**config.mk**
```make
export PLATFORM = sky130hd
export DESIGN_NAME = ssq_reporter
export DESIGN_NICKNAME = d
export VERILOG_FILES = /design/src/rtl/ssq_pkg.sv /design/src/rtl/ssq_evt_fifo.sv /design/src/rtl/ssq_chan_table.sv /design/src/rtl/ssq_qptr.sv /design/src/rtl/ssq_reporter.sv
export SDC_FILE = /design/constraint.sdc
export NUM_CORES = 1
export LEC_CHECK = 0
export BUFFER_PORTS_ARGS = -buffer_cell sky130_fd_sc_hd__buf_4
export CORE_MARGIN = 3
export CORE_UTILIZATION = 56
export DETAILED_ROUTE_END_ITERATION = 12
export GPL_ROUTABILITY_DRIVEN = 0
export GPL_TIMING_DRIVEN = 0
export PLACE_DENSITY = 0.76
export SYNTH_ARGS = -nofsm -noshare
export SYNTH_HDL_FRONTEND = slang
export SYNTH_HIERARCHICAL = 1
export SYNTH_SLANG_ARGS = --single-unit
export TNS_END_PERCENT = 30
```
**constraint.sdc**
```tcl
create_clock -name clk -period 6.35 [get_ports clk]
set_input_delay 1.27 -clock clk [delete_from_list [all_inputs] [get_ports clk]]
set_output_delay 1.27 -clock clk [all_outputs]
set_load 0.005 [all_outputs]
```
**src/rtl/ssq_pkg.sv**
```systemverilog
package ssq_pkg;
  localparam int CHAN_W  = 4;
  localparam int N_CHAN  = 1 << CHAN_W;
  localparam int UPTR_W  = 16;
  localparam int QSEL_W  = 5;
  localparam int N_QUEUE = 1 << QSEL_W;
  localparam int QIDX_W  = 2;

  typedef struct packed {
    logic [CHAN_W-1:0] chan;
    logic              last;
    logic              err;
    logic [UPTR_W-1:0] uptr;
  } evt_t;
endpackage

```
**src/rtl/ssq_evt_fifo.sv**
```systemverilog
module ssq_evt_fifo
  import ssq_pkg::*;
#(
  parameter int N_LANES = 2,
  parameter int DEPTH   = 8
) (
  input  logic               clk,
  input  logic               rst_n,
  input  logic [N_LANES-1:0] in_valid,
  input  evt_t               in_evt [N_LANES],
  input  logic               pop,
  output logic               out_valid,
  output evt_t               out_evt
);
  localparam int AW = $clog2(DEPTH);
  localparam int CW = AW + 1;

  evt_t          mem [DEPTH];
  logic [AW-1:0] wr_ptr_q, wr_ptr_d;
  logic [AW-1:0] rd_ptr_q, rd_ptr_d;
  logic [CW-1:0] cnt_q, cnt_d;
  logic [CW-1:0] n_push;
  logic [AW-1:0] slot [N_LANES];
  logic          pop_ok;

  assign out_valid = (cnt_q != '0);
  assign out_evt   = mem[rd_ptr_q];
  assign pop_ok    = pop & out_valid;

  always_comb begin
    n_push = '0;
    for (int i = 0; i < N_LANES; i++) begin
      slot[i] = wr_ptr_q + AW'(n_push);
      if (in_valid[i]) n_push = n_push + CW'(1);
    end
    wr_ptr_d = wr_ptr_q + AW'(n_push);
    rd_ptr_d = rd_ptr_q + AW'(pop_ok);
    cnt_d    = cnt_q + n_push - CW'(pop_ok);
  end

  always_ff @(posedge clk or negedge rst_n) begin
    if (!rst_n) begin
      wr_ptr_q <= '0;
      rd_ptr_q <= '0;
      cnt_q    <= '0;
    end else begin
      wr_ptr_q <= wr_ptr_d;
      rd_ptr_q <= rd_ptr_d;
      cnt_q    <= cnt_d;
    end
  end

  always_ff @(posedge clk) begin
    for (int i = 0; i < N_LANES; i++) begin
      if (in_valid[i]) mem[slot[i]] <= in_evt[i];
    end
  end


  no_overflow_chk: assert property (@(posedge clk) disable iff (!rst_n)
    ({1'b0, cnt_q} + {1'b0, n_push} - (CW+1)'(pop_ok)) <= (CW+1)'(DEPTH));
endmodule

```
**src/rtl/ssq_chan_table.sv**
```systemverilog
module ssq_chan_table
  import ssq_pkg::*;
(
  input  logic              clk,
  input  logic              rst_n,
  input  logic              cfg_we,
  input  logic [CHAN_W-1:0] cfg_chan,
  input  logic [QSEL_W-1:0] cfg_qsel,
  input  logic              cfg_stream,
  input  logic              in_valid,
  input  evt_t              in_evt,
  output logic              emit,
  output logic              emit_stream,
  output logic [QSEL_W-1:0] emit_qsel,
  output logic [UPTR_W-1:0] emit_uptr,
  output logic              emit_err,
  output logic              emit_done,
  output logic              emit_eop
);
  logic [QSEL_W-1:0] qsel_q   [N_CHAN];
  logic              stream_q [N_CHAN];
  logic              busy_q   [N_CHAN];
  logic [UPTR_W-1:0] held_q   [N_CHAN];

  logic [CHAN_W-1:0] ch;
  logic              first;
  logic              ends_unit;
  logic              busy_nxt;
  logic [UPTR_W-1:0] pdu_ptr;

  always_comb begin
    ch          = in_evt.chan;
    first       = !busy_q[ch];
    ends_unit   = in_evt.last | in_evt.err;
    busy_nxt    = !ends_unit;
    pdu_ptr     = first ? in_evt.uptr : held_q[ch];
    emit_stream = stream_q[ch];
    emit_qsel   = qsel_q[ch];
    emit_err    = in_evt.err;
    emit_done   = !in_evt.err;
    if (stream_q[ch]) begin
      emit      = in_valid;
      emit_uptr = in_evt.uptr;
      emit_eop  = in_evt.last & !in_evt.err;
    end else begin
      emit      = in_valid & ends_unit;
      emit_uptr = pdu_ptr;
      emit_eop  = !in_evt.err;
    end
  end

  always_ff @(posedge clk or negedge rst_n) begin
    if (!rst_n) begin
      for (int i = 0; i < N_CHAN; i++) begin
        qsel_q[i]   <= '0;
        stream_q[i] <= 1'b0;
        busy_q[i]   <= 1'b0;
      end
    end else begin
      if (cfg_we) begin
        qsel_q[cfg_chan]   <= cfg_qsel;
        stream_q[cfg_chan] <= cfg_stream;
      end
      if (in_valid) busy_q[ch] <= busy_nxt;
    end
  end

  always_ff @(posedge clk) begin
    if (in_valid && first) held_q[ch] <= in_evt.uptr;
  end
endmodule

```
**src/rtl/ssq_qptr.sv**
```systemverilog
module ssq_qptr
  import ssq_pkg::*;
(
  input  logic              clk,
  input  logic              rst_n,
  input  logic              wr_en,
  input  logic [QSEL_W-1:0] wr_qsel,
  output logic [QIDX_W-1:0] cur_idx,
  output logic              cur_phase
);
  logic [QIDX_W-1:0] idx_q   [N_QUEUE];
  logic              phase_q [N_QUEUE];
  logic [QIDX_W-1:0] idx_nxt;
  logic              phase_nxt;

  always_comb begin
    cur_idx   = idx_q[wr_qsel];
    cur_phase = phase_q[wr_qsel];
    idx_nxt   = cur_idx + QIDX_W'(1);
    phase_nxt = (&cur_idx) ? !cur_phase : cur_phase;
  end

  always_ff @(posedge clk or negedge rst_n) begin
    if (!rst_n) begin
      for (int i = 0; i < N_QUEUE; i++) begin
        idx_q[i]   <= '0;
        phase_q[i] <= 1'b1;
      end
    end else if (wr_en) begin
      idx_q[wr_qsel]   <= idx_nxt;
      phase_q[wr_qsel] <= phase_nxt;
    end
  end


  wrap_phase_chk: assert property (@(posedge clk) disable iff (!rst_n)
    (wr_en && (&cur_idx)) |=> (phase_q[$past(wr_qsel)] != $past(cur_phase)));
endmodule

```
**src/rtl/ssq_reporter.sv**
```systemverilog
module ssq_reporter
  import ssq_pkg::*;
#(
  parameter int N_LANES    = 2,
  parameter int FIFO_DEPTH = 8
) (
  input  logic                        clk,
  input  logic                        rst_n,
  input  logic [N_LANES-1:0]          ev_valid,
  input  logic [N_LANES*CHAN_W-1:0]   ev_chan,
  input  logic [N_LANES-1:0]          ev_last,
  input  logic [N_LANES-1:0]          ev_err,
  input  logic [N_LANES*UPTR_W-1:0]   ev_uptr,
  input  logic                        cfg_we,
  input  logic [CHAN_W-1:0]           cfg_chan,
  input  logic [QSEL_W-1:0]           cfg_qsel,
  input  logic                        cfg_stream,
  output logic                        qw_valid,
  output logic [QSEL_W-1:0]           qw_qsel,
  output logic [QIDX_W-1:0]           qw_idx,
  output logic                        qw_phase,
  output logic                        qw_err,
  output logic                        qw_done,
  output logic                        qw_eop,
  output logic [CHAN_W-1:0]           qw_chan,
  output logic [UPTR_W-1:0]           qw_uptr
);
  logic [1:0] rst_sync_q;
  logic       rst_int_n;

  always_ff @(posedge clk or negedge rst_n) begin
    if (!rst_n) rst_sync_q <= 2'b00;
    else        rst_sync_q <= {rst_sync_q[0], 1'b1};
  end
  assign rst_int_n = rst_sync_q[1];

  evt_t lane_evt [N_LANES];
  for (genvar g = 0; g < N_LANES; g++) begin : g_lane
    assign lane_evt[g].chan = ev_chan[g*CHAN_W +: CHAN_W];
    assign lane_evt[g].last = ev_last[g];
    assign lane_evt[g].err  = ev_err[g];
    assign lane_evt[g].uptr = ev_uptr[g*UPTR_W +: UPTR_W];
  end

  logic head_vld;
  evt_t head_evt;

  ssq_evt_fifo #(.N_LANES(N_LANES), .DEPTH(FIFO_DEPTH)) u_fifo (
    .clk       (clk),
    .rst_n     (rst_int_n),
    .in_valid  (ev_valid),
    .in_evt    (lane_evt),
    .pop       (head_vld),
    .out_valid (head_vld),
    .out_evt   (head_evt)
  );

  logic              t_emit, t_stream, t_err, t_done, t_eop;
  logic [QSEL_W-1:0] t_qsel;
  logic [UPTR_W-1:0] t_uptr;

  ssq_chan_table u_tab (
    .clk         (clk),
    .rst_n       (rst_int_n),
    .cfg_we      (cfg_we),
    .cfg_chan    (cfg_chan),
    .cfg_qsel    (cfg_qsel),
    .cfg_stream  (cfg_stream),
    .in_valid    (head_vld),
    .in_evt      (head_evt),
    .emit        (t_emit),
    .emit_stream (t_stream),
    .emit_qsel   (t_qsel),
    .emit_uptr   (t_uptr),
    .emit_err    (t_err),
    .emit_done   (t_done),
    .emit_eop    (t_eop)
  );

  logic [QIDX_W-1:0] p_idx;
  logic              p_phase;

  ssq_qptr u_qptr (
    .clk       (clk),
    .rst_n     (rst_int_n),
    .wr_en     (t_emit),
    .wr_qsel   (t_qsel),
    .cur_idx   (p_idx),
    .cur_phase (p_phase)
  );

  always_ff @(posedge clk or negedge rst_int_n) begin
    if (!rst_int_n) qw_valid <= 1'b0;
    else            qw_valid <= t_emit;
  end

  always_ff @(posedge clk) begin
    if (t_emit) begin
      qw_qsel  <= t_qsel;
      qw_idx   <= p_idx;
      qw_phase <= p_phase;
      qw_err   <= t_err;
      qw_done  <= t_done;
      qw_eop   <= t_eop;
      qw_chan  <= head_evt.chan;
      qw_uptr  <= t_uptr;
    end
  end


  flags_onehot_chk: assert property (@(posedge clk) disable iff (!rst_int_n)
    qw_valid |-> $onehot({qw_err, qw_done}));


  msg_quiet_chk: assert property (@(posedge clk) disable iff (!rst_int_n)
    (head_vld && !head_evt.last && !head_evt.err && !t_stream) |=> !qw_valid);
endmodule

```
-- Yosys cells after proc, flatten, opt, wreduce, memory -nomap -nowiden
Memory sizes are Yosys's and may differ from the RTL's.
Cells that the tools add are included.
- magnitude comparators: 6
- add/sub/neg operators: 7
- bitwise logic cells: 6
- reductions and logical operators: 10
- multiplexer cells: 43
- operators with widths (operator ; count):
    80-bit bitwise mux ; 1
    64-bit bitwise mux ; 1
    16-bit bitwise mux ; 2
    32-bit bitwise mux ; 1
    16-bit 2-to-1 mux ; 2
    5-bit binary-select mux with 4-bit select ; 1
    5-bit demux with 4-bit select ; 1
    1-bit 2-to-1 mux ; 19
    5-bit 2-to-1 mux ; 3
    2-bit binary-select mux with 5-bit select ; 1
    2-bit demux with 5-bit select ; 1
    5-bit >= comparator (second input constant) ; 2
    5-bit by 1-bit less-than comparator with 1-bit output (second input constant) ; 2
    4-bit inverter with 5-bit output ; 2
    1-bit binary-select mux with 4-bit select ; 2
    1-bit demux with 4-bit select ; 2
    3-bit by 1-bit adder with 3-bit output ; 2
    6-bit >= comparator (second input constant) ; 1
    6-bit by 1-bit less-than comparator with 1-bit output (second input constant) ; 1
    2-bit 2-to-1 mux ; 3
    5-bit inverter with 6-bit output ; 1
    1-bit binary-select mux with 5-bit select ; 1
    1-bit demux with 5-bit select ; 1
    4-bit adder ; 1
    other kinds (11) ; 18
- memory bits (writable): 432
- bits in registers: 252
- logic and storage cells: 199
- output and inout bits: 32
- memories kept: 2
- memory list (memory ; words ; bits a word ; read ports ; clocked after memory_dff ; write ports ; line ; source):
    u_tab.held_q ; 16 ; 16 ; 1 ; 0 ; 1 ; ssq_chan_table.sv:23 ; logic [UPTR_W-1:0] held_q [N_CHAN];
    u_fifo.mem ; 8 ; 22 ; 1 ; 0 ; 2 ; ssq_evt_fifo.sv:18 ; evt_t mem [DEPTH];

-- Longest topological paths before layout
An unclocked memory read counts as a cell.
- word-level depth: 12
- depth in mapped cells: 23
- mapped depth without buffers: 13

-- Hierarchy
Netlist, hierarchy kept.
- modules (own cells, without submodules) (module ; seq. area each (um^2) ; cells an instance ; instances ; area an instance (um^2)):
    ssq_chan_table ; 10490.1 ; 743 ; 1 ; 15174.6
    ssq_evt_fifo ; 5535.3 ; 517 ; 1 ; 9444.1
    ssq_qptr ; 2442.3 ; 499 ; 1 ; 5383.9
    ssq_reporter ; 1006.0 ; 35 ; 1 ; 1009.7

-- Worst setup path before layout
OpenSTA, ideal clock, no wires.
- kind: flip-flop to flip-flop
- from: register u_fifo.rd_ptr_q[0]
- to: register u_qptr/phase_q[20] (netlist name)
- clock period less this slack: 5802 ps
- required time: 6252 ps
- path slack: 548 ps
- data arrival time: 5704 ps
- stages on the path, launching flop included: 22
- library setup time: 98 ps
- cell sequence: dfrtp_1 buf_2 buf_2 mux4_2 mux2_2 buf_6 buf_6 buf_4 buf_2 mux4_2 mux4_2 buf_6 buf_4 buf_2 mux4_2 a22oi_1 and4_1 buf_2 inv_1 ha_1 nor4_2 o31ai_1
- RTL lines (item ; line ; source):
    start: declaration ; ssq_evt_fifo.sv:20 ; logic [AW-1:0] rd_ptr_q, rd_ptr_d;
    start signal: assignment ; ssq_evt_fifo.sv:48 ; rd_ptr_q <= rd_ptr_d;
    end signal: indexed assignment ; ssq_qptr.sv:31 ; phase_q[wr_qsel] <= phase_nxt;
    end: declaration ; ssq_qptr.sv:12 ; logic phase_q [N_QUEUE];

==> flow_summary.yaml <==
outcome:
  status: "complete, no violations"
timing:
  drv_slew: 0
  tightest_slew_ns: 1.046
  finalCriticalPeriod_ns: 6.166
  skew_ns: 0.01984
  slew_headroom: 0.3024
  rsz0062_at_grt: "no"
  fmax_mhz: 162.2
  fin_crit_sh: 0.9710
  setup_viol: 0
  setup-tns-final_ns: 0
  hold_viol: 0
clocking:
  clock_latency_ns: 0.61
  cts-htree-levels: 3
  root_buffer: "clkbuf_16"
  cts_made_buffers: 71
  cts_hold_buf: 0
  clk_path_buf_depth: 3
  clock-sinks: 684
  clk_pin_slew_worst_paths_ns: 0.06
  cts_tree: "done"
detailed_routing:
  drc: 0
  antenna_left: 0
  wirelength_um: 72540
  wl_per_cell_um: 26.12
  vias: 17690
  vias_per_cell: 6.370
  dr.pass1.iters: 5
  drt_iter0_markers: 1810
cells_and_area:
  area_delta_synth_final_pct: 15.46
  final_common_cell: "edfxtp_1"
  final_cell_mix: "edfxtp_1 (463), mux2_2 (333), dfrtp_1 (187)"
  fin_nets: 2053
  diodes: 0
  finalInstanceArea_um2: 35810
  drive_gt1_frac: 0.4534
setup_path:
  arrival_ns: 6.69
  critPathMaxFanout: 10
  startpoint: "u_fifo/rd_ptr_q[2]$_DFF_PN0_"
  critPathRequiredTime_ns: 6.88
  ff2ff_setup_slack_ns: 0.18
  r2r_cells: 20
  endpoint: "u_qptr/phase_q[2]$_DFFE_PN1P_"
  crit_path_start_kind: "flip-flop"
  r2r-start: "u_fifo/rd_ptr_q[2]$_DFF_PN0_"
  path_class: "reg -> reg"
  worstSetupEndpointType: "flip-flop"
  rr_endpoint: "u_qptr/phase_q[2]$_DFFE_PN1P_"
global_routing:
  grt_use_met2: 0.4223
  grt_max_degree: 68
  grt_antenna_before_repair: 0
  grt_overflow: 0
  grt_usage: 0.2571
  grt_pass1_vias: 18330
  gr-usage-met3: 0.05464
  grt_pass1_wl_um: 112200
  grt-busiest-layer: "met2"
  met1_usage: 0.3507
placement:
  dpl.hpwl_um: 47590
  dpl_cell_area_um2: 33250
  numPortBuffers: 89
yosys:
  avgSynthCellArea_um2: 17.29
  ys_seq_area_frac: 0.6279
  mappedNetlistNets: 1866
  synth_ff_type: "edfxtp_1"
  ys_warn_count: 6
  netlist_area_um2: 31010
  ys_types: 65
  synthCells: 1794
  synthArstFlopShare: 0.3231
  synth-seq-cells: 684
  synth_edf_count: 463
min_path:
  min_path_type: "reg -> async"
job:
  drv_cap: 0
die:
  die-height_um: 241.3
  start_util: 0.5706
  core_area_um2: 54350
  die_x_um: 241.3
  io_pins: 91
  rows: 85
  dieArea_um2: 58240
[registers in the layout, indices dropped and copies added (netlist names), 2 cells and up]
register,flops
u_tab/qsel_q,80
qw_idx,2
qw_uptr,16
u_qptr/phase_q,32
u_qptr/idx_q,64
u_tab/stream_q,16
qw_chan,4
u_fifo/mem,176
u_fifo/wr_ptr_q,3
qw_qsel,5
rst_sync_q,2
u_fifo/rd_ptr_q,3
u_fifo/cnt_q,4
u_tab/held_q,256
u_tab/busy_q,16
[stage by stage]
stage	util	cells	setup slack, ns	hold WS (ns)
after floorplan	-	1794	0.5475	0.3311
after global placement	0.6000	2622	-1.753	0.3385
after detailed placement	0.6118	2648	-1.660	0.3518
after CTS	0.6580	2775	-0.000003109	0.3649
after global routing	0.6588	2777	0.009280	0.3772
final	0.6588	2777	0.1840	0.3486
[Yosys cell counts (all sizes together) (3+ instances only)]
library cell	n	area share
a22oi	10	0.0026
and3	4	0.00081
and3b	4	0.0011
buf	63	0.014
clkbuf	65	0.0079
dfrtp	189	0.15
dfstp	32	0.027
edfxtp	463	0.45
ha	11	0.0044
inv	12	0.0015
mux2	364	0.13
mux2i	15	0.0048
mux4	173	0.13
nand2	119	0.014
nand2b	12	0.0024
nand3	23	0.0043
nand3b	9	0.0022
nor2	56	0.0071
nor2b	4	0.0010
nor3	24	0.0048
nor3b	5	0.0015
o211ai	24	0.0089
o21ai	19	0.0031
o22ai	4	0.00081
o31ai	23	0.0056
o41ai	26	0.0073
or2	3	0.00061
or3	3	0.00061
or3b	3	0.00085
xnor2	4	0.0017
xor2	4	0.0017
[critical path, stage by stage (launching register included)]
cell,delay [ns]
dfrtp_2,0.49
clkbuf_4,0.33
mux4_2,0.24
mux2_2,0.31
buf_2,0.32
buf_2,0.34
buf_2,0.34
mux4_2,0.40
mux4_2,0.55
buf_6,0.16
buf_4,0.21
buf_4,0.23
buf_4,0.23
mux4_2,0.46
a22oi_1,0.31
nand4_1,0.19
ha_2,0.27
clkbuf_1,0.28
nor2_1,0.19
o41ai_1,0.12
o211ai_2,0.09
[logic make-up (layout without fill, tap and decap cells)]
group,count (synthesis),after routing,share of synthesized area
adders and majority gates,13,13,0.005729
buffers and inverters,140,384,0.02312
muxes,552,552,0.2639
and+or+nand+nor,275,275,0.04357
xor gates and xnor gates,8,8,0.003470
AOI/OAI and AO/OA,121,121,0.03220
other,1,1,0.0001209
DFF,684,684,0.6279
[timing repair]
action / CTS / global route
resized for setup: 38 / 15
buffers inserted: 1 / 4
pin swaps: 1 / 3
setup endpoints to repair: 99 / 62
[layer usage]
layer	up-vias	wire length, µm	share of wire
met4	0	2116	0.029
met2	806	35950	0.50
met1	9232	28790	0.40
met5	-	0	0
met3	172	5681	0.078
li1	7479	-	-
[cell type report]
class / count / area, µm²
timing repair buffer: 120 / 1155
inverter: 12 / 45.04
multi-input combinational: 970 / 11080
fill: 3621 / 18540
sequential: 684 / 19480
tap: 739 / 924.6
buffer: 122 / 721.9
clock buffer: 88 / 1954
clock inverter: 42 / 445.4
[worst min path at each step]
| stage | startpoint | end | slack [ns] |
|---|---|---|---|
| 2_1_floorplan | rst_sync_q[0]$_DFF_PN0_ | rst_sync_q[1]$_DFF_PN0_ | 0.33 |
| 3_3_place_gp | rst_sync_q[0]$_DFF_PN0_ | rst_sync_q[1]$_DFF_PN0_ | 0.34 |
| 3_5_place_dp | rst_sync_q[0]$_DFF_PN0_ | rst_sync_q[1]$_DFF_PN0_ | 0.35 |
| 4_1_cts | rst_sync_q[0]$_DFF_PN0_ | rst_sync_q[1]$_DFF_PN0_ | 0.36 |
| 5_1_grt | rst_sync_q[0]$_DFF_PN0_ | rst_sync_q[1]$_DFF_PN0_ | 0.38 |
| 6_report | rst_sync_q[1]$_DFF_PN0_ | u_qptr/idx_q[8]$_DFFE_PN0P_ | 0.35 |
Power is not shown: default switching activity piles up to over one toggle a cycle in this logic, so the estimate is an artifact.
